===== config.mk =====
export PLATFORM = sky130hd
export DESIGN_NAME = bgtile_mixer
export DESIGN_NICKNAME = d
export VERILOG_FILES = /design/src/rtl/bgtile_pkg.sv /design/src/rtl/bgtile_seq.sv /design/src/rtl/bgtile_fetch.sv /design/src/rtl/bgtile_mix.sv /design/src/rtl/bgtile_mixer.sv
export SDC_FILE = /design/constraint.sdc
export NUM_CORES = 1
export LEC_CHECK = 0
export CAP_MARGIN = 30
export CORE_MARGIN = 2
export CORE_UTILIZATION = 40
export CTS_BUF_LIST = sky130_fd_sc_hd__clkbuf_4 sky130_fd_sc_hd__clkbuf_8
export DETAILED_ROUTE_END_ITERATION = 7
export PLACE_DENSITY = 0.71
export SETUP_SLACK_MARGIN = 0.5
export SYNTH_ARGS = -nofsm -noshare
export SYNTH_HDL_FRONTEND = slang
export SYNTH_SLANG_ARGS = --single-unit
export TNS_END_PERCENT = 5

===== constraint.sdc =====
create_clock -name clk -period 10.3 [get_ports clk]
set_input_delay 2.06 -clock clk [delete_from_list [all_inputs] [get_ports clk]]
set_output_delay 2.06 -clock clk [all_outputs]
set_load 0.05 [all_outputs]

===== src/rtl/bgtile_pkg.sv =====
package bgtile_pkg;

  localparam int ADDR_W = 14;

  typedef logic [7:0][3:0] pix_row_t;

  typedef struct packed {
    logic     pri;
    logic     pal;
    pix_row_t px;
  } tile_row_t;

  // wrapped row: line plus optional scroll, folded once at the wrap height
  function automatic logic [7:0] eff_row(input logic [7:0] line, input logic [7:0] vs,
                                         input logic use_vs, input int unsigned wrap);
    logic [8:0] s;
    s = {1'b0, line} + (use_vs ? {1'b0, vs} : 9'd0);
    if (s >= 9'(wrap)) s = s - 9'(wrap);
    return s[7:0];
  endfunction

  function automatic logic [ADDR_W-1:0] entry_addr(input logic [2:0] base,
                                                   input logic [7:0] row,
                                                   input logic [4:0] tcol);
    return {base, 11'd0} + {3'd0, row[7:3], 6'd0} + {8'd0, tcol, 1'b0};
  endfunction

  function automatic logic [ADDR_W-1:0] pattern_addr(input logic [8:0] tile,
                                                     input logic [2:0] trow,
                                                     input logic [1:0] plane);
    return {tile, trow, plane};
  endfunction

  // planar bytes to eight 4-bit pixels, index 0 = leftmost on screen
  function automatic pix_row_t decode_row(input logic [7:0] b0, input logic [7:0] b1,
                                          input logic [7:0] b2, input logic [7:0] b3,
                                          input logic hflip);
    pix_row_t r;
    int s;
    for (int q = 0; q < 8; q++) begin
      s = hflip ? q : 7 - q;
      r[q] = {b3[s], b2[s], b1[s], b0[s]};
    end
    return r;
  endfunction

  function automatic logic [4:0] mix_px(input logic [3:0] bg, input logic pal, input logic pri,
                                        input logic [3:0] spr, input logic [3:0] bd,
                                        input logic blank);
    if (blank)               return {1'b1, bd};
    if (pri && bg != 4'd0)   return {pal, bg};
    if (spr != 4'd0)         return {1'b1, spr};
    if (bg != 4'd0)          return {pal, bg};
    return {1'b1, bd};
  endfunction

endpackage


===== src/rtl/bgtile_seq.sv =====
module bgtile_seq #(
  parameter int COLS      = 32,
  parameter int REF_EVERY = 8,
  parameter int REF_AT    = 6,
  localparam int PERIODS  = COLS + 2,
  localparam int CW       = $clog2(PERIODS * 8),
  localparam int PW       = CW - 3
) (
  input  logic          clk,
  input  logic          rst_n,
  input  logic          line_start,
  output logic          busy,
  output logic [PW-1:0] period,
  output logic [2:0]    phase,
  output logic          start_acc,
  output logic          ext_grant
);
  localparam int LAST = PERIODS * 8 - 1;

  logic [CW-1:0] cnt;

  assign start_acc = !busy && line_start;
  assign period    = cnt[CW-1:3];
  assign phase     = cnt[2:0];

  always_ff @(posedge clk) begin
    if (!rst_n) begin
      busy <= 1'b0;
      cnt  <= '0;
    end else if (!busy) begin
      if (line_start) begin
        busy <= 1'b1;
        cnt  <= '0;
      end
    end else if (cnt == CW'(LAST)) begin
      busy <= 1'b0;
    end else begin
      cnt <= cnt + 1'b1;
    end
  end

  assign ext_grant = busy && (period < PW'(COLS)) && (phase == 3'd2) &&
                     ((int'(period) % REF_EVERY) != REF_AT);


  refresh_gap_chk: assert property (@(posedge clk) disable iff (!rst_n)
    (busy && phase == 3'd2 && (int'(period) % REF_EVERY) == REF_AT) |-> !ext_grant);


  restart_ignored_chk: assert property (@(posedge clk) disable iff (!rst_n)
    (busy && cnt != CW'(LAST)) |=> (busy && cnt == $past(cnt) + 1'b1));

endmodule


===== src/rtl/bgtile_fetch.sv =====
module bgtile_fetch
  import bgtile_pkg::*;
#(
  parameter int COLS       = 32,
  parameter int VLOCK_FROM = 24,
  parameter int WRAP       = 224,
  parameter int PW         = 6,
  localparam int CB        = $clog2(COLS)
) (
  input  logic              clk,
  input  logic              rst_n,
  input  logic              busy,
  input  logic [PW-1:0]     period,
  input  logic [2:0]        phase,
  input  logic [7:0]        line_q,
  input  logic [7:0]        hs_q,
  input  logic [7:0]        vscroll,
  input  logic              vscroll_lock,
  input  logic [2:0]        nt_base,
  input  logic [7:0]        vram_data,
  output logic              vram_rd,
  output logic [ADDR_W-1:0] vram_addr,
  output logic              tile_done,
  output tile_row_t         tile_row
);
  logic        fetch_en, use_vs;
  logic [7:0]  row;
  logic [CB-1:0] tcol;
  logic [7:0]  ent_lo, ent_hi, pl0, pl1, pl2;
  logic [15:0] ent;
  logic [2:0]  trow;
  logic [ADDR_W-1:0] ea;

  assign fetch_en = busy && (period <= PW'(COLS));
  assign use_vs   = !(vscroll_lock && period >= PW'(VLOCK_FROM));
  assign row      = eff_row(line_q, vscroll, use_vs, WRAP);
  assign tcol     = CB'(period) + CB'(hs_q >> 3);
  assign ea       = entry_addr(nt_base, row, 5'(tcol));
  assign ent      = {ent_hi, ent_lo};
  assign trow     = ent[10] ? ~row[2:0] : row[2:0];

  always_comb begin
    vram_rd   = 1'b0;
    vram_addr = ea;
    case (phase)
      3'd0: vram_rd = fetch_en;
      3'd1: begin vram_rd = fetch_en; vram_addr = ea + 1'b1; end
      3'd3, 3'd4, 3'd5, 3'd6: begin
        vram_rd   = fetch_en;
        vram_addr = pattern_addr(ent[8:0], trow, 2'(phase - 3'd3));
      end
      default: vram_rd = 1'b0;
    endcase
  end

  always_ff @(posedge clk) begin
    if (!rst_n) begin
      ent_lo <= '0; ent_hi <= '0; pl0 <= '0; pl1 <= '0; pl2 <= '0;
    end else if (fetch_en) begin
      case (phase)
        3'd1: ent_lo <= vram_data;
        3'd2: ent_hi <= vram_data;
        3'd4: pl0    <= vram_data;
        3'd5: pl1    <= vram_data;
        3'd6: pl2    <= vram_data;
        default: ;
      endcase
    end
  end

  assign tile_done = fetch_en && (phase == 3'd7);
  assign tile_row  = {ent[12], ent[11], decode_row(pl0, pl1, pl2, vram_data, ent[9])};


  slot_gap_chk: assert property (@(posedge clk) disable iff (!rst_n)
    (phase == 3'd2 || phase == 3'd7) |-> !vram_rd);


  idle_quiet_chk: assert property (@(posedge clk) disable iff (!rst_n)
    vram_rd |-> busy);

endmodule


===== src/rtl/bgtile_mix.sv =====
module bgtile_mix
  import bgtile_pkg::*;
#(
  parameter int COLS = 32,
  parameter int PW   = 6,
  localparam int CB  = $clog2(COLS),
  localparam int XW  = CB + 4
) (
  input  logic          clk,
  input  logic          rst_n,
  input  logic          busy,
  input  logic [PW-1:0] period,
  input  logic [2:0]    phase,
  input  logic          tile_done,
  input  tile_row_t     tile_row,
  input  logic [2:0]    hs_fine,
  input  logic          col0_mask,
  input  logic          spr_shift,
  input  logic [3:0]    backdrop,
  input  logic [3:0]    spr_data,
  output logic [XW-1:0] spr_addr,
  output logic          pix_valid,
  output logic [4:0]    pix_color
);
  tile_row_t older, newer, src;
  logic          out_en, blank, col0_q;
  logic [CB-1:0] col;
  logic [3:0]    sel;
  logic [3:0]    bgc;

  always_ff @(posedge clk) begin
    if (!rst_n) begin
      older <= '0;
      newer <= '0;
    end else if (tile_done) begin
      older <= newer;
      newer <= tile_row;
    end
  end

  assign out_en   = busy && (period >= PW'(2));
  assign col      = CB'(period - PW'(2));
  assign sel      = {1'b0, phase} + {1'b0, hs_fine};
  assign src      = sel[3] ? newer : older;
  assign bgc      = src.px[sel[2:0]];
  assign spr_addr = {1'b0, col, phase} + (spr_shift ? XW'(8) : XW'(0));
  assign blank    = col0_mask && (col == '0);

  always_ff @(posedge clk) begin
    if (!rst_n) begin
      pix_valid <= 1'b0;
      pix_color <= '0;
      col0_q    <= 1'b0;
    end else begin
      pix_valid <= out_en;
      col0_q    <= out_en && (col == '0);
      if (out_en) pix_color <= mix_px(bgc, src.pal, src.pri, spr_data, backdrop, blank);
    end
  end


  col0_backdrop_chk: assert property (@(posedge clk) disable iff (!rst_n)
    (pix_valid && col0_q && col0_mask) |-> (pix_color == {1'b1, backdrop}));


  line_end_chk: assert property (@(posedge clk) disable iff (!rst_n)
    $fell(pix_valid) |-> !$past(busy));

endmodule


===== src/rtl/bgtile_mixer.sv =====
module bgtile_mixer
  import bgtile_pkg::*;
#(
  parameter int COLS        = 32,
  parameter int HLOCK_LINES = 16
) (
  input  logic        clk,
  input  logic        rst_n,
  input  logic        line_start,
  input  logic [7:0]  line_idx,
  input  logic [7:0]  vscroll,
  input  logic [7:0]  hscroll,
  input  logic [2:0]  nt_base,
  input  logic [3:0]  backdrop,
  input  logic        vscroll_lock,
  input  logic        hscroll_lock,
  input  logic        col0_mask,
  input  logic        spr_shift,
  output logic        vram_rd,
  output logic [13:0] vram_addr,
  input  logic [7:0]  vram_data,
  output logic [8:0]  spr_addr,
  input  logic [3:0]  spr_data,
  output logic        ext_grant,
  output logic        pix_valid,
  output logic [4:0]  pix_color
);
  localparam int PW = $clog2((COLS + 2) * 8) - 3;

  logic          busy, start_acc, tile_done;
  logic [PW-1:0] period;
  logic [2:0]    phase;
  logic [7:0]    line_q, hs_q;
  tile_row_t     tile_row;

  always_ff @(posedge clk) begin
    if (!rst_n) begin
      line_q <= '0;
      hs_q   <= '0;
    end else if (start_acc) begin
      line_q <= line_idx;
      hs_q   <= (hscroll_lock && line_idx < 8'(HLOCK_LINES)) ? 8'd0 : hscroll;
    end
  end

  bgtile_seq #(.COLS(COLS)) u_seq (
    .clk(clk), .rst_n(rst_n), .line_start(line_start), .busy(busy),
    .period(period), .phase(phase), .start_acc(start_acc), .ext_grant(ext_grant));

  bgtile_fetch #(.COLS(COLS), .PW(PW)) u_fetch (
    .clk(clk), .rst_n(rst_n), .busy(busy), .period(period), .phase(phase),
    .line_q(line_q), .hs_q(hs_q), .vscroll(vscroll), .vscroll_lock(vscroll_lock),
    .nt_base(nt_base), .vram_data(vram_data), .vram_rd(vram_rd), .vram_addr(vram_addr),
    .tile_done(tile_done), .tile_row(tile_row));

  bgtile_mix #(.COLS(COLS), .PW(PW)) u_mix (
    .clk(clk), .rst_n(rst_n), .busy(busy), .period(period), .phase(phase),
    .tile_done(tile_done), .tile_row(tile_row), .hs_fine(hs_q[2:0]),
    .col0_mask(col0_mask), .spr_shift(spr_shift), .backdrop(backdrop),
    .spr_data(spr_data), .spr_addr(spr_addr), .pix_valid(pix_valid), .pix_color(pix_color));

endmodule


# Yosys cells after proc, flatten, opt, wreduce, memory -nomap -nowiden
# Cells that the tools add are included.
[totals] register_bits=137 in_bits=50 output_inout_bits=31 wordCells=239
[op_classes] n_addsub=11 magnitude_cmp=15 eq_ne=10 muxes=146 n_bitwise=1 n_reduce_logical=25
[ops] cell="$lt A32 B5 Y1 const B" count=8
[ops] cell="$bmux W1 S3" count=32
[ops] cell="$mux W1" count=86
[ops] cell="$mux W5" count=8
[ops] cell="$mux W34" count=1
[ops] cell="$pmux W14 S2" count=1
[ops] cell="$mux W3" count=9
[ops] cell="$mux W9" count=3
[ops] cell="$mux W8" count=3
[ops] cell="$add A14 B1 Y14 const B" count=1
[ops] cell="$add A14 B11 Y14" count=1
[ops] cell="$add A14 B6 Y14" count=1
[ops] cell="$bmux W4 S3" count=1
[ops] cell="$eq A3 B3 Y1 const B" count=4
[ops] cell="$reduce_and A2 Y1" count=6
[ops] cell="$logic_and A1 B1 Y1" count=11
[ops] cell="$add A8 B4 Y9" count=1
[ops] cell="$add A8 B8 Y9" count=1
[ops] cell="$add A9 B1 Y9 const B" count=1
[ops] cell="$eq A9 B9 Y1 const B" count=1
[ops] cell="$ge A9 B8 Y1 const B" count=1
[ops] cell="$lt A8 B5 Y1 const B" count=1
[ops] cell="$mux W4" count=2
[ops] cell="$reduce_bool A4 Y1" count=2
[ops] cell="21 further kinds" count=22

# Longest topological paths before layout
[logic_depth] ltp_word=23 ltp_mapped=15 ltp_nobuf=14

# Modules after synthesis
# A second synthesis with hierarchy kept.
[unflattened] cells_unflattened=858 area_unflattened_um2=7942.6
[modules_own_cells] mod="bgtile_mix" n_inst=1 cells_each=424 area_per_inst_um2=4048.9 seq_area_each_um2=1481.4
[modules_own_cells] mod="bgtile_fetch" n_inst=1 cells_each=305 area_per_inst_um2=2687.6 seq_area_each_um2=740.7
[modules_own_cells] mod="bgtile_mixer" n_inst=1 cells_each=64 area_per_inst_um2=646.9 seq_area_each_um2=320.3
[modules_own_cells] mod="bgtile_seq" n_inst=1 cells_each=65 area_per_inst_um2=559.3 seq_area_each_um2=200.2

# Worst setup path after synthesis
# OpenSTA, ideal clock, no wires.
[synth_timing] path_kind="input to output" startpoint="in vscroll_lock" endpoint="out vram_addr[8]" t_arrival_ps=5085 required_time_ps=8240 path_slack_ps=3155 stages=13 path_buffers=0 cell_sequence="o21ai_0 > and2_1 > ha_1 > fa_1 > a211oi_1 > nor2_1 > o311a_1 > nor3_1 > ha_1 > a41oi_1 > o21ai_0 > xor2_1 > a22o_1"
[synth_between] elab_chain_cells=9 word_cells_on_any_way=10 cone_classes="add/sub: 5; order compare: 1; mux: 3; reduce/logical: 1"
[synth_lines] element="start, declared" line_no="bgtile_mixer.sv:15" text="input logic vscroll_lock,"
[synth_lines] element="$logic_and A1 B1 Y1 (*)" line_no="bgtile_fetch.sv:35" text="assign use_vs = !(vscroll_lock && period >= PW'(VLOCK_FROM));"
[synth_lines] element="$mux W8 (*)" line_no="bgtile_pkg.sv:17" text="s = {1'b0, line} + (use_vs ? {1'b0, vs} : 9'd0);"
[synth_lines] element="$add A8 B8 Y9 (*)" line_no="bgtile_pkg.sv:17"
[synth_lines] element="$sub A8 B8 Y8 or $ge A9 B8 Y1 (tied branches)" line_no="bgtile_pkg.sv:18" text="if (s >= 9'(wrap)) s = s - 9'(wrap);"
[synth_lines] element="$mux W8 (*)" line_no="bgtile_pkg.sv:18"
[synth_lines] element="$add A14 B11 Y14 (*)" line_no="bgtile_pkg.sv:25" text="return {base, 11'd0} + {3'd0, row[7:3], 6'd0} + {8'd0, tcol, 1'b0};"
[synth_lines] element="$add A14 B6 Y14 (*)" line_no="bgtile_pkg.sv:25"
[synth_lines] element="$add A14 B1 Y14" line_no="bgtile_fetch.sv:47" text="3'd1: begin vram_rd = fetch_en; vram_addr = ea + 1'b1; end"
[synth_lines] element="$pmux W14 S2 (*)" line_no="bgtile_fetch.sv:45" text="case (phase)"
[synth_lines] element="end, declared" line_no="bgtile_mixer.sv:20" text="output logic [13:0] vram_addr,"
# Mark *: on every way between the ends. The rest lies on a longest branch, timed or not.

# Worst setup path in the final report
# Ends and elaborated chain as after synthesis.

==> impl_metrics.toml <==
[timing]
period_share = 0.835
tightest_slew_ns = 0.972
skew_ns = 0.00868
rsz0062_at_grt = "false"
hold_violations = 0
final_max_slew_viol_count = 0
setup_tns_ns = 0
period_minus_slack_ns = 8.60
fmax_mhz = 116
finalSetupViolCount = 0
slew_headroom = 0.352

[synthesis]
syn_area_per_cell_sq_um = 9.46
synth_area_leaders = "dfxtp_1 38%, mux2i_1 9.7%, nand2_1 7.1%"
ys_ff_latch = 137
synth_edf_count = 0
yosys_warnings = 0
syn_nets = 846
netlist_instances = 766
syn-cell-area_sq_um = 7250
synth_cell_type_count = 49
async_flop_share = 0
synth_top_area_cell = "dfxtp_1"
ys_seq_area_frac = 0.378
ys.flop_type = "dfxtp_1"
synth_top_area_share = 0.378

[placement]
routabilityCongestion = 0.844
io_buffers = 80
dpl.cell_count = 1034
dpl.hpwl_mm = 11.9

[clock_network]
postCtsResizedCells = 0
cts_tree = "done"
worstSkewPairLatency_ns = 0.46
cts_htree_levels = 4
numCtsBuffers = 17
postCtsHoldBufs = 0
cts_root_buf = "clkbuf_8"
clk_path_buf_depth = 2
clk_pin_slew_ns = 0.07
cts_post_setup_buffers_inserted = 0
clock_sinks = 137

[global_routing]
grt_remaining_overflow = 0
grt_usage = 0.179
grt_pass1_vias = 5404
antenna_found_initial = 0
grt_max_degree = 101
grt_pass1_wl_mm = 27.8

[setup_path]
crit_chain = "clkdlybuf4s50_1 > o21ai_0 > and2_1 > ha_1 > fa_1 > a211oi_1 > nor2_1 > o311a_1 > nor3_1 > ha_1 > a41oi_1 > o21ai_0 > xor2_1 > a22o_1 > clkdlybuf4s50_1"
crit_family = "compound AO/OA/AOI/OAI gates"
crit_fanout = 8
worst_setup_path_start_kind = "input pin"
cp_data_required_time_ns = 8.24
cp.arrival_ns = 6.54
cp_slowest_stage_delay_ns = 0.79
r2r_slack_ns = 6.59
crit_path_end_kind = "output pin"
worstSetupPathType = "in2out"
critPathBufInv = 2
cp_slowest_cell = "clkdlybuf4s50_1"

[floorplan]
core_area_sq_um = 17800
io_pins = 81
die-area_sq_um = 19200
num_rows = 49
initial_core_util = 0.406
die_w_microns = 139
die_h_microns = 139

[power_and_ir_drop]
p_per_area_nw_per_um2 = 131
ir_drop_v = 0.0000879
p_leak_uw = 0.00373

[routing]
ant_nets = 0
firstDrtPassIters = 5
drc = 0
vias = 5727
vias_per_cell = 5.37
wl_per_cell_microns = 16.2
dr.first_iter.drc_count = 438
totalWireLength_mm = 17.3

[finish]
final_cells = 1066
final_util = 0.482
nets = 905
syn_to_final_growth_pct = 18.7
drive_gt1_frac = 0.0597
diodes = 0

[run]
cap_viol_max_count = 0

[run_status]
status = "finished, final reports clean"

[min_path]
min_path_type = "reg2reg"
[worst reg2reg max path, stage by stage (launching register included)]
cell and delay, ns:
dfxtp_1 0.64, ha_1 0.35, nand3_1 0.16, nand2_4 0.31, mux4_1 0.68, a22oi_1 0.24, nand2_1 0.14, or4_1 0.67
nor3_4 0.29, a221o_1 0.18
[registers in the layout (all words and copies together), names as in the netlist]
name	cells
hs_q	8
u_seq.busy	1
u_fetch.ent_lo	8
u_mix.pix_color	5
u_mix.newer	34
u_mix.older	34
u_fetch.pl0	8
u_fetch.pl2	8
u_mix.pix_valid	1
line_q	8
u_seq.cnt	9
u_fetch.pl1	8
u_fetch.ent_hi	5
[cells in the final DEF (no fill, tap or decap), drive strengths merged, types with 3 or more instances in the layout]
| cell type | count |
|---|---|
| o211a | 32 |
| nand4b | 4 |
| and2 | 21 |
| nor2 | 19 |
| o21ai | 16 |
| clkinv | 5 |
| o21a | 3 |
| mux4 | 16 |
| clkdlybuf4s50 | 79 |
| a21o | 4 |
| nand2 | 138 |
| a21oi | 12 |
| nand3b | 4 |
| xnor2 | 11 |
| nand2b | 3 |
| mux2i | 70 |
| clkbuf | 22 |
| a221o | 4 |
| fa | 3 |
| a21boi | 49 |
| a211oi | 8 |
| buf | 8 |
| and3 | 5 |
| nor3 | 8 |
| inv | 9 |
| ha | 27 |
| nor2b | 48 |
| a22o | 12 |
| dfxtp | 137 |
| nand3 | 15 |
| a22oi | 16 |
| xor2 | 8 |
[Yosys cell counts (all sizes together), types with 3 or more instances]
master	number
buf	4
o21a	3
mux2i	70
a221o	4
dfxtp	137
nor2b	48
a211oi	8
and3	5
nand2b	3
ha	27
a21oi	12
and2	21
xnor2	11
mux4	16
o211a	32
nor3	8
nand2	138
o21ai	16
nor2	19
a22oi	16
a22o	12
fa	3
nand3	15
nand4b	4
clkbuf	43
xor2	8
inv	9
nand3b	4
a21o	4
a21boi	49
[cells by family (layout without fill, tap and decap cells)]
kind of cell,after synthesis,in the layout,synth area share
AOI/OAI and AO/OA,164,164,0.177
buffers and inverters,56,127,0.0302
muxes,87,87,0.154
and+or+nand+nor,273,273,0.183
DFF,137,137,0.378
xor gates and xnor gates,19,19,0.0230
adders and majority gates,30,30,0.0549
[worst paths after layout]
check,startpoint,to,depth (start not counted)
worst min-delay path,u_mix.older[9],u_mix.older[9],2
worst min register to register,u_mix.older[9],u_mix.older[9],2
worst max-delay path,vscroll_lock,vram_addr[8],15
worst max register to register,u_seq.cnt[2],u_mix.pix_color[3],9
[report_power, final]
group / switching (uW) / internal [uW]
Clock: 205 / 228
Combinational: 87.5 / 64.9
Sequential: 5.30 / 535
[layout make-up]
type	instances	area (sq um)
fillers	1690	9240
multi-input cells	573	4290
flip-flops and latches	137	2740
repair buffers	87	876
well taps	229	287
clock buffers	22	278
clock inverters	9	100
inverters	9	33.8
[routing by layer]
layer	wire (microns)	GRT usage	vias to the layer above
li1	-	-	2858
met1	8320	0.239	2748
met2	8080	0.291	105
met3	723	0.0456	16
met4	170	0.0457	0
met5	0	0	-
[through the flow]
step,worst slack (ns),power (uW),hold WS (ns),area [sq um]
after detailed placement,1.74,704,0.453,8210
after global placement,1.78,702,0.449,8190
after CTS,1.70,1130,0.464,8590
final,1.70,1130,0.458,8610
after floorplan,3.16,647,0.439,7250
after global routing,1.33,1170,0.482,8610
Note: power is estimated with default switching activity, not from simulation.
